## config.mk

```make
export PLATFORM = sky130hd
export DESIGN_NAME = fastlock_seq
export DESIGN_NICKNAME = d
export VERILOG_FILES = /design/src/rtl/fastlock_pkg.sv /design/src/rtl/fl_timeout.sv /design/src/rtl/fl_status.sv /design/src/rtl/fastlock_seq.sv
export SDC_FILE = /design/constraint.sdc
export NUM_CORES = 1
export LEC_CHECK = 0
export BUFFER_PORTS_ARGS = -buffer_cell sky130_fd_sc_hd__buf_2
export CAP_MARGIN = 15
export CORE_ASPECT_RATIO = 1.5
export CORE_MARGIN = 1.5
export CORE_UTILIZATION = 57
export CTS_CLUSTER_DIAMETER = 80
export DETAILED_ROUTE_END_ITERATION = 12
export PLACE_DENSITY = 0.81
export SYNTH_ARGS = -nofsm -noshare
export SYNTH_HDL_FRONTEND = slang
export SYNTH_SLANG_ARGS = --single-unit
```

## constraint.sdc

```tcl
create_clock -name clk -period 3.9 [get_ports clk]
set_input_delay 0.195 -clock clk [delete_from_list [all_inputs] [get_ports clk]]
set_output_delay 0.195 -clock clk [all_outputs]
set_load 0.005 [all_outputs]
```

## src/rtl/fastlock_pkg.sv

```systemverilog
// Package: shared constants for the fast-lock sequencer.
// Assumes: three timers, in a fixed index order that the top module uses.
package fastlock_pkg;
    localparam int unsigned NUM_TIMERS = 3;
    localparam int unsigned IDX_CP     = 0;
    localparam int unsigned IDX_SW12   = 1;
    localparam int unsigned IDX_SW3    = 2;
endpackage

```

## src/rtl/fl_timeout.sv

```systemverilog
// Module: fl_timeout
// One reference-cycle timeout. A load sets the control output and captures
// the count. The output then stays high for count+1 cycles and clears itself.
// Assumes: load is a single-cycle pulse. A load always wins over a running countdown.
module fl_timeout #(
    parameter int unsigned CNT_W = 10
) (
    input  logic             clk,
    input  logic             rst_n,
    input  logic             load,
    input  logic [CNT_W-1:0] count,
    output logic             active
);
    logic [CNT_W-1:0] remain;

    // Countdown: reload on start, step down while active, drop the output at zero.
    always_ff @(posedge clk) begin
        if (!rst_n) begin
            remain <= '0;
            active <= 1'b0;
        end else if (load) begin
            remain <= count;
            active <= 1'b1;
        end else if (active) begin
            if (remain == '0) begin
                active <= 1'b0;
            end else begin
                remain <= remain - 1'b1;
            end
        end
    end
endmodule

```

## src/rtl/fl_status.sv

```systemverilog
// Module: fl_status
// Reports whether any timeout is still pending.
// Assumes: each bit of act is a registered control from one timer.
module fl_status #(
    parameter int unsigned N = 3
) (
    input  logic [N-1:0] act,
    output logic         any_active
);
    // Reduction: status follows the OR of all pending timers.
    always_comb begin
        any_active = |act;
    end
endmodule

```

## src/rtl/fastlock_seq.sv

```systemverilog
// Module: fastlock_seq (top)
// Sequences the wide-to-narrow bandwidth step after each channel write.
// Three timeouts run side by side: charge-pump boost, switches 1/2, switch 3.
// Assumes: clk is the phase-detector reference and start lasts one cycle.
module fastlock_seq #(
    parameter int unsigned CNT_W = 10
) (
    input  logic             clk,
    input  logic             rst_n,
    input  logic             start,
    input  logic [CNT_W-1:0] cp_count,
    input  logic [CNT_W-1:0] sw12_count,
    input  logic [CNT_W-1:0] sw3_count,
    output logic             cp_boost,
    output logic             sw12_closed,
    output logic             sw3_closed,
    output logic             busy
);
    import fastlock_pkg::*;

    localparam int unsigned NT = NUM_TIMERS;

    logic [NT-1:0][CNT_W-1:0] counts;
    logic [NT-1:0]            act;

    // Routing: put the configured counts in timer index order.
    always_comb begin
        counts           = '0;
        counts[IDX_CP]   = cp_count;
        counts[IDX_SW12] = sw12_count;
        counts[IDX_SW3]  = sw3_count;
    end

    for (genvar gi = 0; gi < NT; gi++) begin : g_tmr
        fl_timeout #(.CNT_W(CNT_W)) u_tmr (
            .clk    (clk),
            .rst_n  (rst_n),
            .load   (start),
            .count  (counts[gi]),
            .active (act[gi])
        );
    end

    fl_status #(.N(NT)) u_stat (
        .act        (act),
        .any_active (busy)
    );

    // Output mapping: drive the named controls from the timer flags.
    always_comb begin
        cp_boost    = act[IDX_CP];
        sw12_closed = act[IDX_SW12];
        sw3_closed  = act[IDX_SW3];
    end
endmodule

```

==> Word level (Yosys, flattened, before mapping) <==
Cells that the tools add are included.
{ "op_classes": {"n_eq_ne": 3, "muxes": 18, "n_reduce_logical": 10, "add_sub_neg": 3} }
{ "ops": {"columns": ["op", "n"], "rows": [
  ["10-bit two-way mux", 9],
  ["10-bit zero test", 3],
  ["10-bit by 1-bit subtractor with 10-bit output (second input constant)", 3],
  ["1-bit two-way mux", 9],
  ["2-bit inequality test (second input constant)", 3],
  ["2-bit AND reduction", 3],
  ["2-bit nonzero test", 3],
  ["3-bit OR reduction", 1]
]} }
{ "word_totals": {"word_cells": 40, "output_inout_bits": 4, "reg_bits": 33, "inputBits": 33} }

==> Depth between registers and ports, before layout <==
{ "logic_depth": {"word_depth": 4, "mapped_depth": 6, "ltp_nobuf": 6} }

==> Hierarchy <==
Synthesis repeated with hierarchy kept, for this count alone.
{ "unflattened": {"hier_cells": 235, "area_unflattened_um2": 1973.1} }
{ "modules_own_cells": {"columns": ["module", "instances", "seq_area_each_um2", "area_per_inst_um2", "cells_per_inst"], "rows": [
  ["fl_timeout", 3, 220.2, 655.6, 78],
  ["fl_status", 1, 0.0, 6.3, 1]
]} }

==> Worst setup path before layout <==
Ideal clock, no wire load.
{ "synth_path": {"path_type": "register -> register", "start": "reg g_tmr[1].u_tmr.remain[0]", "end": "reg g_tmr[1].u_tmr.remain[0]", "arrival_time_ns": 1.667, "path_stages_with_launch": 7, "path_buffers": 0, "required_ns": 3.821, "path_slack_ns": 2.154, "cell_sequence": "dfxtp_1 inv_1 ha_1 or4b_4 o31ai_4 xnor2_1 a211oi_2"} }
{ "synth_between": {"elab_chain_cells": 4, "elab_cells_between_ends": 7} }
{ "synth_rtl": {"columns": ["item", "line_no", "rtl"], "rows": [
  ["from (decl)", "fl_timeout.sv:14", "logic [CNT_W-1:0] remain;"],
  ["from (signal assigned)", "fl_timeout.sv:22", "remain <= count;"],
  ["from (signal assigned)", "fl_timeout.sv:28", "remain <= remain - 1'b1;"],
  ["10-bit by 1-bit subtractor with 10-bit output", "fl_timeout.sv:28", null],
  ["10-bit two-way mux", "fl_timeout.sv:25", "if (remain == '0) begin"],
  ["10-bit two-way mux", "fl_timeout.sv:24", "end else if (active) begin"],
  ["10-bit two-way mux", "fl_timeout.sv:21", "end else if (load) begin"]
]} }
Parallel ways exist; a longest one is shown, timed or not. The select of a mux whose other input is x is not followed.
A chain may end at the register's enable or synchronous reset.

==> Final worst setup path <==
{ "layout_path": {"start": "reg g_tmr[0].u_tmr.remain[0]", "end": "reg g_tmr[0].u_tmr.remain[3]"} }
{ "layout_between": {"elab_chain_cells": 4, "elab_cells_between_ends": 7} }
{ "layout_rtl": {"columns": ["item", "line_no"], "rows": [
  ["from (decl)", "fl_timeout.sv:14"],
  ["from (signal assigned)", "fl_timeout.sv:22"],
  ["from (signal assigned)", "fl_timeout.sv:28"],
  ["10-bit by 1-bit subtractor with 10-bit output", "fl_timeout.sv:28"],
  ["10-bit two-way mux", "fl_timeout.sv:25"],
  ["10-bit two-way mux", "fl_timeout.sv:24"],
  ["10-bit two-way mux", "fl_timeout.sv:21"]
]} }
Parallel ways exist; a longest one is shown, timed or not. The select of a mux whose other input is x is not followed.

==> results.rst <==
.. list-table::
   :header-rows: 1

   * - Metric
     - Value
   * - Outcome
     - completed
   * - Via density per instance
     - just over 6
   * - Tightest hold margin
     - 0.141 ns
   * - Net total in the final layout
     - 286
   * - Predominant post-synthesis flop cell
     - dfxtp_1
   * - Maximum clock insertion buffer count
     - 2
   * - TritonCTS clock tree
     - built
   * - Gates resized, CTS repair
     - 0
   * - Leakage power total
     - 0.807 nW
   * - Final Instance Count excl. Fillers
     - 290
   * - Count of different cell masters after synthesis
     - 54
   * - Router iterations before antenna repair
     - 4
   * - GR Util All Layers
     - 25.0%
   * - Category of the most critical setup path
     - reg -> reg
   * - Kind of start point of the critical path
     - register
   * - Max-slew headroom at the worst pin
     - around 46%
   * - Maximum clock frequency
     - 525 MHz
   * - Required time at the endpoint of the critical path
     - 4.11 ns
   * - Number of warning messages in the yosys log
     - 0
   * - DRC viols
     - 0
   * - Amount of wire on met3 after detailed routing
     - 172 um
   * - Instance count of the mapped netlist
     - 217
   * - Die area
     - 3560 sq um
   * - Post-Synthesis Cell Area
     - 1830 sq um
   * - Die outline height
     - 72.3 um
   * - Detailed-route via count
     - 1799
   * - Average routed wire per standard cell
     - 14.3 um
   * - Max IR drop VDD
     - 0.255 mV
   * - Clock-pin transition on the worst setup and hold timing paths
     - around 0.070 ns
   * - Most common cell after layout, fill and taps aside
     - buf_2
   * - Async set-reset flop share out of synthesis
     - 0%
   * - Number of buffer cells added on primary ports
     - 36
   * - Total routed wire length on the met1 layer
     - 1750 um
   * - Fill cells
     - roughly 270
   * - # H-tree levels
     - 2
   * - Area leader, netlist
     - dfxtp_1
   * - Highest-count cells in the layout ignoring fill and taps
     - 36 x buf_2, 33 x dfxtp_1, 25 x o21ai_0, 21 x a21oi_1, 12 x nor2_1
   * - Detail Route Antenna Nets
     - 0
   * - Global-route wire length before repair
     - 6960 um
   * - Number of clock sinks
     - 33
   * - Hold Violations, Final
     - 0
   * - Final setup fails
     - 0
   * - Layout cells sized above 1
     - 22.8%
   * - Post-route design area
     - 2110 sq um
   * - Area used by multi-input combinational logic
     - 1080 sq um
   * - GPL Wtd Cong
     - 0.834
   * - Detailed placement HPWL
     - 2850 um
   * - Setup Slack @ Placement
     - roughly 2.0 ns
   * - Initial antenna violation count
     - 0
   * - Hold crit path type
     - in -> reg
   * - Post-CTS setup-driven buffer insertion count
     - 0
   * - Number of synthesized register bits
     - 33
   * - Number of cells after detailed placement
     - 283
   * - Net count of the mapped netlist
     - 253
   * - Pin count of the biggest net entering global routing
     - 56
   * - Critical Path End Type
     - register
   * - Total length of routed wires
     - 4150 um
   * - Share of the yosys chip area belonging to registers
     - 36.2%
   * - Layout-stage area growth over the synthesis result
     - 15.3%
   * - RSZ-0062 raised after global routing
     - false
   * - Number of buffers created by CTS
     - 5
   * - Library cell used as clock root buffer
     - clkbuf_8
   * - Post-CTS Hold Buffers
     - 0
   * - EDFF count, synth
     - 0
   * - Setup clock skew after layout
     - between 0.003 and 0.004 ns
   * - Total congestion overflow after global routing
     - 0
   * - Area of placed instances
     - 2020 sq um
   * - Maxcap violations
     - 0
   * - Core Region
     - 3100 sq um
   * - Via count of the first global-routing pass
     - 1657
   * - Std cell rows
     - 25
   * - Area of all sequential standard cells
     - 661 sq um
   * - Chip Width
     - 49.2 um
   * - Data arrival at the endpoint of the critical path
     - 2.11 ns
   * - Transition time at the pin with the least slew margin
     - 0.811 ns
   * - Top routing layer used
     - met4
   * - Worst Path Max Fanout
     - 9
   * - Top cells by area, synth
     - dfxtp_1 36%, o21ai_0 6.8%, a21oi_1 5.8%
   * - I/O pin count
     - 37
   * - 1st-iter DRT viols
     - 77
   * - Total inserted antenna cells
     - 0
   * - Met2 Routed Length
     - 2200 um
   * - Area share of the largest cell type after synthesis
     - 36.2%
   * - Clock latency on the worst-skew pair
     - 0.28 ns
   * - Slew Limit Fails
     - 0
   * - Mean Syn Cell Area
     - ~8.4 sq um
   * - Crit share post-route
     - 48.8%
   * - Crit path setup slack, layout
     - 2.00 ns
   * - Clock period minus final worst setup slack
     - ~1.9 ns
   * - Setup TNS Final
     - 0 ns
   * - PD cells
     - 395 nW/um^2
   * - Starting utilization of the core area
     - 59.0%
power by group:
part           internal (mW)  leakage (nW)  total [mW]  switching [mW]
logic                 0.0788         0.488       0.176          0.0969
registers              0.365         0.275       0.397          0.0321
clock network          0.140        0.0443       0.258           0.118
total                  0.584         0.807       0.831           0.247
per-stage QoR:
stage,util (%),total power [mW]
floorplan,-,0.528
global placement,65.2,0.574
detailed placement,65.2,0.578
CTS,68.0,0.840
global route,68.0,0.878
finish,68.0,0.831
Yosys cell counts (all sizes together) (3+ instances only):
cell,n
o31ai,3
dfxtp,33
nand3,4
nor4,7
nand2,7
a21oi,21
ha,3
or4b,4
or3,6
or4,3
xnor2,7
mux2i,4
o21ai,25
nor2,12
a31oi,8
nor2b,3
nor3,6
clkbuf,10
inv,12
a211oi,5
registers in the layout, indices dropped and copies added (netlist names):
| signal | cells |
|---|---|
| g_tmr.u_tmr.active | 3 |
| g_tmr.u_tmr.remain | 30 |
metal layers:
layer / global-route usage [%] / up-vias
li1: - / 898
met2: 47.4 / 45
met4: 9.21 / 0
met5: 0 / -
met3: 5.56 / 4
met1: 26.5 / 852
kinds of logic (layout without fill, tap and decap cells):
family	count (synthesis)	after routing	synth area share, %
AO/OA/AOI/OAI	84	84	30.6
XOR/XNOR	7	7	3.36
adder cells (fa/ha/maj)	3	3	2.06
buffers and inverters	22	55	4.52
flip-flops	33	33	36.2
multiplexers	5	5	2.81
AND/OR/NAND/NOR	63	63	20.5
worst paths after layout:
| check | from | endpoint | slack [ns] | cells past startpoint |
|---|---|---|---|---|
| worst max-delay path | g_tmr[0].u_tmr.remain[0]$_SDFFE_PN0P_ | g_tmr[0].u_tmr.remain[3]$_SDFFE_PN0P_ | 2.00 | 5 |
| worst min-delay path | sw12_count[4] | g_tmr[1].u_tmr.remain[4]$_SDFFE_PN0P_ | 0.14 | 2 |
| worst max register to register | g_tmr[0].u_tmr.remain[0]$_SDFFE_PN0P_ | g_tmr[0].u_tmr.remain[3]$_SDFFE_PN0P_ | 2.00 | 5 |
| worst min register to register | g_tmr[0].u_tmr.remain[4]$_SDFFE_PN0P_ | g_tmr[0].u_tmr.remain[4]$_SDFFE_PN0P_ | 0.52 | 2 |
critical path, cell delays in order (launching register included):
cell and delay [ns]:
dfxtp_1 0.42, inv_1 0.07, ha_1 0.23, a41o_1 0.28, or4b_2 0.65, a31oi_1 0.17
layout make-up:
type,count,share of cell area [%]
timing repair buffer,36,8.56
clock buffer,7,4.10
multi-input combinational,162,51.5
tap,40,2.38
inverter,12,2.14
sequential,33,31.4
(Power assumes the default switching activity.)
